$ cat src/rtl/slot_mem_pkg.sv
package slot_mem_pkg;

    typedef enum logic [2:0] {
        ST_IDLE,
        ST_REQ,
        ST_SYNC,
        ST_SCAP,
        ST_ASYNC,
        ST_DONE
    } port_state_t;

endpackage

$ cat src/rtl/slot_pacer.sv
module slot_pacer #(
    parameter int SLOT = 100
) (
    input  logic clk,
    input  logic rst_n,
    output logic slot_open
);
    localparam int CNT_W = (SLOT > 1) ? $clog2(SLOT) : 1;

    logic [CNT_W-1:0] cnt_q;

    always_ff @(posedge clk or negedge rst_n) begin
        if (!rst_n) begin
            cnt_q <= '0;
        end else if (cnt_q == CNT_W'(SLOT - 1)) begin
            cnt_q <= '0;
        end else begin
            cnt_q <= cnt_q + 1'b1;
        end
    end

    assign slot_open = (cnt_q == '0);

endmodule

$ cat src/rtl/slot_addr_map.sv
module slot_addr_map #(
    parameter int SA_W = 5,
    parameter int WI_W = 5,
    localparam int ADDR_W = 1 + SA_W + WI_W
) (
    input  logic              remap,
    input  logic              tx,
    input  logic [SA_W-1:0]   sa,
    input  logic [WI_W-1:0]   wi,
    output logic [ADDR_W-1:0] addr
);
    always_comb begin
        if (remap) begin
            addr = {sa, tx, wi};
        end else begin
            addr = {tx, sa, wi};
        end
    end

endmodule

$ cat src/rtl/slot_hold_timer.sv
module slot_hold_timer #(
    parameter int HOLD_W = 4
) (
    input  logic              clk,
    input  logic              rst_n,
    input  logic              start,
    input  logic [HOLD_W-1:0] cycles,
    output logic              reached
);
    logic [HOLD_W-1:0] cnt_q;
    logic [HOLD_W-1:0] target;

    always_ff @(posedge clk or negedge rst_n) begin
        if (!rst_n) begin
            cnt_q <= '0;
        end else if (start) begin
            cnt_q <= HOLD_W'(1);
        end else if (cnt_q != '1) begin
            cnt_q <= cnt_q + 1'b1;
        end
    end

    assign target  = (cycles == '0) ? HOLD_W'(1) : cycles;
    assign reached = (cnt_q >= target);

endmodule

$ cat src/rtl/slot_mem_port.sv
module slot_mem_port
    import slot_mem_pkg::*;
#(
    parameter int DATA_W = 16,
    parameter int SA_W   = 5,
    parameter int WI_W   = 5,
    parameter int SLOT   = 100,
    parameter int HOLD_W = 4,
    localparam int ADDR_W = 1 + SA_W + WI_W
) (
    input  logic              clk,
    input  logic              rst_n,
    input  logic              cfg_async,
    input  logic              cfg_remap,
    input  logic [HOLD_W-1:0] cfg_hold,
    input  logic              xfer_req,
    input  logic              xfer_wr,
    input  logic              xfer_tx,
    input  logic [SA_W-1:0]   xfer_sa,
    input  logic [WI_W-1:0]   xfer_wi,
    input  logic [DATA_W-1:0] xfer_wdata,
    output logic              xfer_done,
    output logic [DATA_W-1:0] xfer_rdata,
    output logic              bus_req,
    input  logic              bus_gnt,
    output logic [ADDR_W-1:0] mem_addr,
    output logic [DATA_W-1:0] mem_wdata,
    output logic              mem_rd_en,
    output logic              mem_wr_en,
    input  logic [DATA_W-1:0] mem_rdata,
    input  logic              mem_wait
);
    port_state_t state_q, state_d;

    logic              slot_open;
    logic              hold_start;
    logic              hold_reached;
    logic [ADDR_W-1:0] map_addr;
    logic [ADDR_W-1:0] addr_q;
    logic [DATA_W-1:0] wdata_q;
    logic [DATA_W-1:0] rdata_q;
    logic              wr_q;
    logic              async_q;
    logic              accept;
    logic              async_end;
    logic              strobe;

    slot_pacer #(.SLOT(SLOT)) u_pacer (
        .clk       (clk),
        .rst_n     (rst_n),
        .slot_open (slot_open)
    );

    slot_addr_map #(.SA_W(SA_W), .WI_W(WI_W)) u_map (
        .remap (cfg_remap),
        .tx    (xfer_tx),
        .sa    (xfer_sa),
        .wi    (xfer_wi),
        .addr  (map_addr)
    );

    slot_hold_timer #(.HOLD_W(HOLD_W)) u_hold (
        .clk     (clk),
        .rst_n   (rst_n),
        .start   (hold_start),
        .cycles  (cfg_hold),
        .reached (hold_reached)
    );

    assign accept     = (state_q == ST_IDLE) && xfer_req && slot_open;
    assign hold_start = (state_q == ST_REQ) && bus_gnt;
    assign async_end  = (state_q == ST_ASYNC) && hold_reached && !mem_wait;

    // state register
    always_ff @(posedge clk or negedge rst_n) begin
        if (!rst_n) begin
            state_q <= ST_IDLE;
        end else begin
            state_q <= state_d;
        end
    end

    // next-state logic
    always_comb begin
        state_d = state_q;
        unique case (state_q)
            ST_IDLE:  if (accept)    state_d = ST_REQ;
            ST_REQ:   if (bus_gnt)   state_d = async_q ? ST_ASYNC : ST_SYNC;
            ST_SYNC:  if (!mem_wait) state_d = ST_SCAP;
            ST_SCAP:                 state_d = ST_DONE;
            ST_ASYNC: if (async_end) state_d = ST_DONE;
            ST_DONE:                 state_d = ST_IDLE;
            default:                 state_d = ST_IDLE;
        endcase
    end

    // access registers
    always_ff @(posedge clk or negedge rst_n) begin
        if (!rst_n) begin
            addr_q  <= '0;
            wdata_q <= '0;
            wr_q    <= 1'b0;
            async_q <= 1'b0;
            rdata_q <= '0;
        end else begin
            if (accept) begin
                addr_q  <= map_addr;
                wdata_q <= xfer_wdata;
                wr_q    <= xfer_wr;
                async_q <= cfg_async;
            end
            if (!wr_q && ((state_q == ST_SCAP) || async_end)) begin
                rdata_q <= mem_rdata;
            end
        end
    end

    // outputs
    always_comb begin
        bus_req   = 1'b0;
        strobe    = 1'b0;
        xfer_done = 1'b0;
        unique case (state_q)
            ST_IDLE:  ;
            ST_REQ:   bus_req = 1'b1;
            ST_SYNC:  begin bus_req = 1'b1; strobe = 1'b1; end
            ST_SCAP:  bus_req = 1'b1;
            ST_ASYNC: begin bus_req = 1'b1; strobe = 1'b1; end
            ST_DONE:  xfer_done = 1'b1;
            default:  ;
        endcase
    end

    assign mem_rd_en  = strobe && !wr_q;
    assign mem_wr_en  = strobe && wr_q;
    assign mem_addr   = addr_q;
    assign mem_wdata  = wdata_q;
    assign xfer_rdata = rdata_q;

endmodule

$ cat config.mk
export PLATFORM = sky130hd
export DESIGN_NAME = slot_mem_port
export DESIGN_NICKNAME = d
export VERILOG_FILES = /design/src/rtl/slot_mem_pkg.sv /design/src/rtl/slot_pacer.sv /design/src/rtl/slot_addr_map.sv /design/src/rtl/slot_hold_timer.sv /design/src/rtl/slot_mem_port.sv
export SDC_FILE = /design/constraint.sdc
export NUM_CORES = 1
export LEC_CHECK = 0
export BUFFER_PORTS_ARGS = -buffer_cell sky130_fd_sc_hd__clkbuf_2
export CAP_MARGIN = 20
export CORE_MARGIN = 4
export CORE_UTILIZATION = 49
export DETAILED_ROUTE_END_ITERATION = 6
export PLACE_DENSITY = 0.89
export RECOVER_POWER = 50
export REMOVE_ABC_BUFFERS = 1
export SLEW_MARGIN = 30
export SYNTH_ARGS = -nofsm -noshare
export SYNTH_HDL_FRONTEND = slang
export SYNTH_SLANG_ARGS = --single-unit
$ cat constraint.sdc
create_clock -name clk -period 2.6 [get_ports clk]
set_input_delay 0.26 -clock clk [delete_from_list [all_inputs] [get_ports clk]]
set_output_delay 0.26 -clock clk [all_outputs]
set_load 0.01 [all_outputs]
==> impl_metrics.toml <==
[detailed_routing]
first_pass_iters = 4
drt_iter0_drc = 87
drc = 0
routed_wl_um = 5460
drtAntennaViolNets = 0
post_drt_wl_per_cell_um = 14.4
routed-via-count = 1908
via_per_inst = 5.03

[logic_synthesis]
yosys_warnings = 0
ys_seq_area_share_pct = 55.2
synth_seq_cells = 59
synth_area_um2 = 2670
syn_inst = 198
synth_flop_cell = "dfrtp_1"
synth-edff-count = 0
syn_avg_cell_area_um2 = 13.5
async_flop_share_pct = 100
yosys.cell_types.count = 38

[clock_network]
clock-sinks = 59
cts_hold_buf = 1
cts_resized = 0
numCtsBuffers = 9
clockRootBuffer = "clkbuf_8"
cts_tree = "done"
clk_pin_slew_worst_paths_ps = 60
post-cts-setup-buffers = 0
htreeDepth = 3
insertion_delay_ps = 320
cts_buffer_depth = 2

[timing]
tightest_slew_ps = 1570
drv_slew = 29
fin_ws_ps = 517
finalHoldViolations = 0
maxSlewHeadroom_pct = -4.78
max_freq_mhz = 480
final-setup-viol-count = 0
finalClockSkew_ps = 9.09
post-route-min-period_ps = 2080
fin_tns_setup_ps = 0
rsz0062_at_grt = "false"
post-route-period-util_pct = 80.1

[min_path]
min-delay-start = "xfer_wdata[10]"
hold_end = "mem_wdata[10]"
holdPathStages = 2
worst_hold_path_type = "in -> reg"

[cells_and_area]
fillers = 429
area_growth_pct = 25.8
final_cell_mix = "dfrtp_1, clkbuf_2, clkbuf_1"
drive_above_1_share_pct = 40.5
fin_util_pct = 64.6
antennaDiodeCount = 0
final_nets = 367
layout_commonest_cell = "dfrtp_1"

[worst_setup_path]
crit_path_cell_trace = "or4b_1 -> a21oi_1 -> a21bo_1 -> buf_4 -> mux2_4"
r2r_end = "xfer_rdata[13]"
critPathTopFamily = "simple AND/OR/NAND/NOR gates"
r2r_slack_ps = 520
cp.buffers_inverters = 1
cp_slowest_cell = "or4b_1"
critPathMaxStageDelay_ps = 580
cp-end-kind = "flip-flop"
r2r_start = "state_q[1]"
start_kind = "flip-flop"
rr_worst_depth = 5
path_max_fanout = 16
arrival_ps = 2290
crit_type = "reg -> reg"
crit_required_ps = 2800

[power_and_ir_drop]
p_leak_nw = 1.70
power_w = 0.00202
vdd_drop_max_mv = 0.379
powerDensity_nw_per_um2 = 601

[die]
dieHeight_um = 81.9
die_area_um2 = 6700
rows = 26
initial_utilization_pct = 51.4
ioPinCount = 102
core_um2 = 5200
die_x_um = 81.9

[place]
io_buffers = 101
dp_slack_ps = 458
gp_congestion = 0.753
post-dp-hpwl_um = 4270

[global_routing]
grt_usage_pct = 17.2
grt_max_degree = 32
grt_pass1_vias = 1930
grt-ovfl-total = 0
grt_pass1_wl_um = 8690
antenna_found_initial = 0

[outcome]
status = "finished with violations"
violations = "max-capacitance violations, max-slew violations"

[job]
cap_violations = 1
-- routing by layer --
metal  up-vias  part of all wire (%)  GRT usage (%)
met2        77                    51           29.0
met1       918                    39           20.4
met4         0                  0.62           5.48
li1        909                     -              -
met5         -                     0              0
met3         4                   9.3           6.25
-- how the worst max path moves through the flow --
stage,start,end,cells past startpoint
detailed placement,cfg_hold[2],xfer_rdata[2],9
global route,u_hold.cnt_q[0],xfer_rdata[5],7
floorplan,u_pacer.cnt_q[3],mem_wdata[10],4
finish,state_q[1],xfer_rdata[13],5
CTS,state_q[1],xfer_rdata[13],5
global placement,cfg_hold[2],xfer_rdata[0],9
-- worst reg2reg max path, cell delays in order (launching register included) --
cell and delay, ps:
dfrtp_1 490, or4b_1 590, a21oi_1 150, a21bo_1 210, buf_4 210, mux2_4 320
-- cells in the mapped netlist (all sizes together) (2+ instances only) --
cell	n	area share, %
mux2	51	23
buf	7	2.4
nand2b	2	0.47
o22ai	2	0.47
nor3	4	0.75
inv	8	1.1
clkbuf	2	0.28
ha	7	3.3
nor2	11	1.5
or3	2	0.47
nor3b	4	1.1
xnor2	5	1.6
a21oi	5	0.94
nand3b	2	0.56
nand3	7	1.3
xor2	2	0.66
nand2	4	0.56
dfrtp	59	55
-- stage by stage --
stage / cells / hold slack (ps) / cell area (µm²)
2_1_floorplan: 189 / -35.6 / 2600
3_3_place_gp: 363 / 350 / 3230
3_5_place_dp: 363 / 355 / 3230
4_1_cts: 379 / 143 / 3420
5_1_grt: 379 / 145 / 3360
6_report: 379 / 154 / 3360
-- power breakdown --
part           total, W  internal, W  switching, W
logic          0.000265     0.000140      0.000125
registers       0.00102     0.000963     0.0000542
clock network  0.000738     0.000416      0.000323
-- cells by family after synthesis --
family	Yosys count	share of synthesized area, %
flip-flops	59	55.2
multiplexers	52	23.3
AND/OR/NAND/NOR	41	8.38
buffers and inverters	17	3.79
AO/OA/AOI/OAI	15	3.79
XOR/XNOR	7	2.29
adder cells (fa/ha/maj)	7	3.28
-- state kept, by name, summed over array words and instances (netlist names) --
name	cells
wr_q	1
u_hold.cnt_q	4
u_pacer.cnt_q	7
mem_addr	11
mem_wdata	16
async_q	1
state_q	3
xfer_rdata	16
-- cell type report --
type | instances | area [µm²] | share of cell area [%]
multi-input combinational | 122 | 1100 | 32.6
inverter | 8 | 30.0 | 0.893
sequential | 59 | 1480 | 43.9
clock buffer | 13 | 169 | 5.02
tap | 70 | 87.6 | 2.60
timing repair buffer | 105 | 495 | 14.7
clock inverter | 2 | 10.0 | 0.298
(Power assumes the default switching activity.)
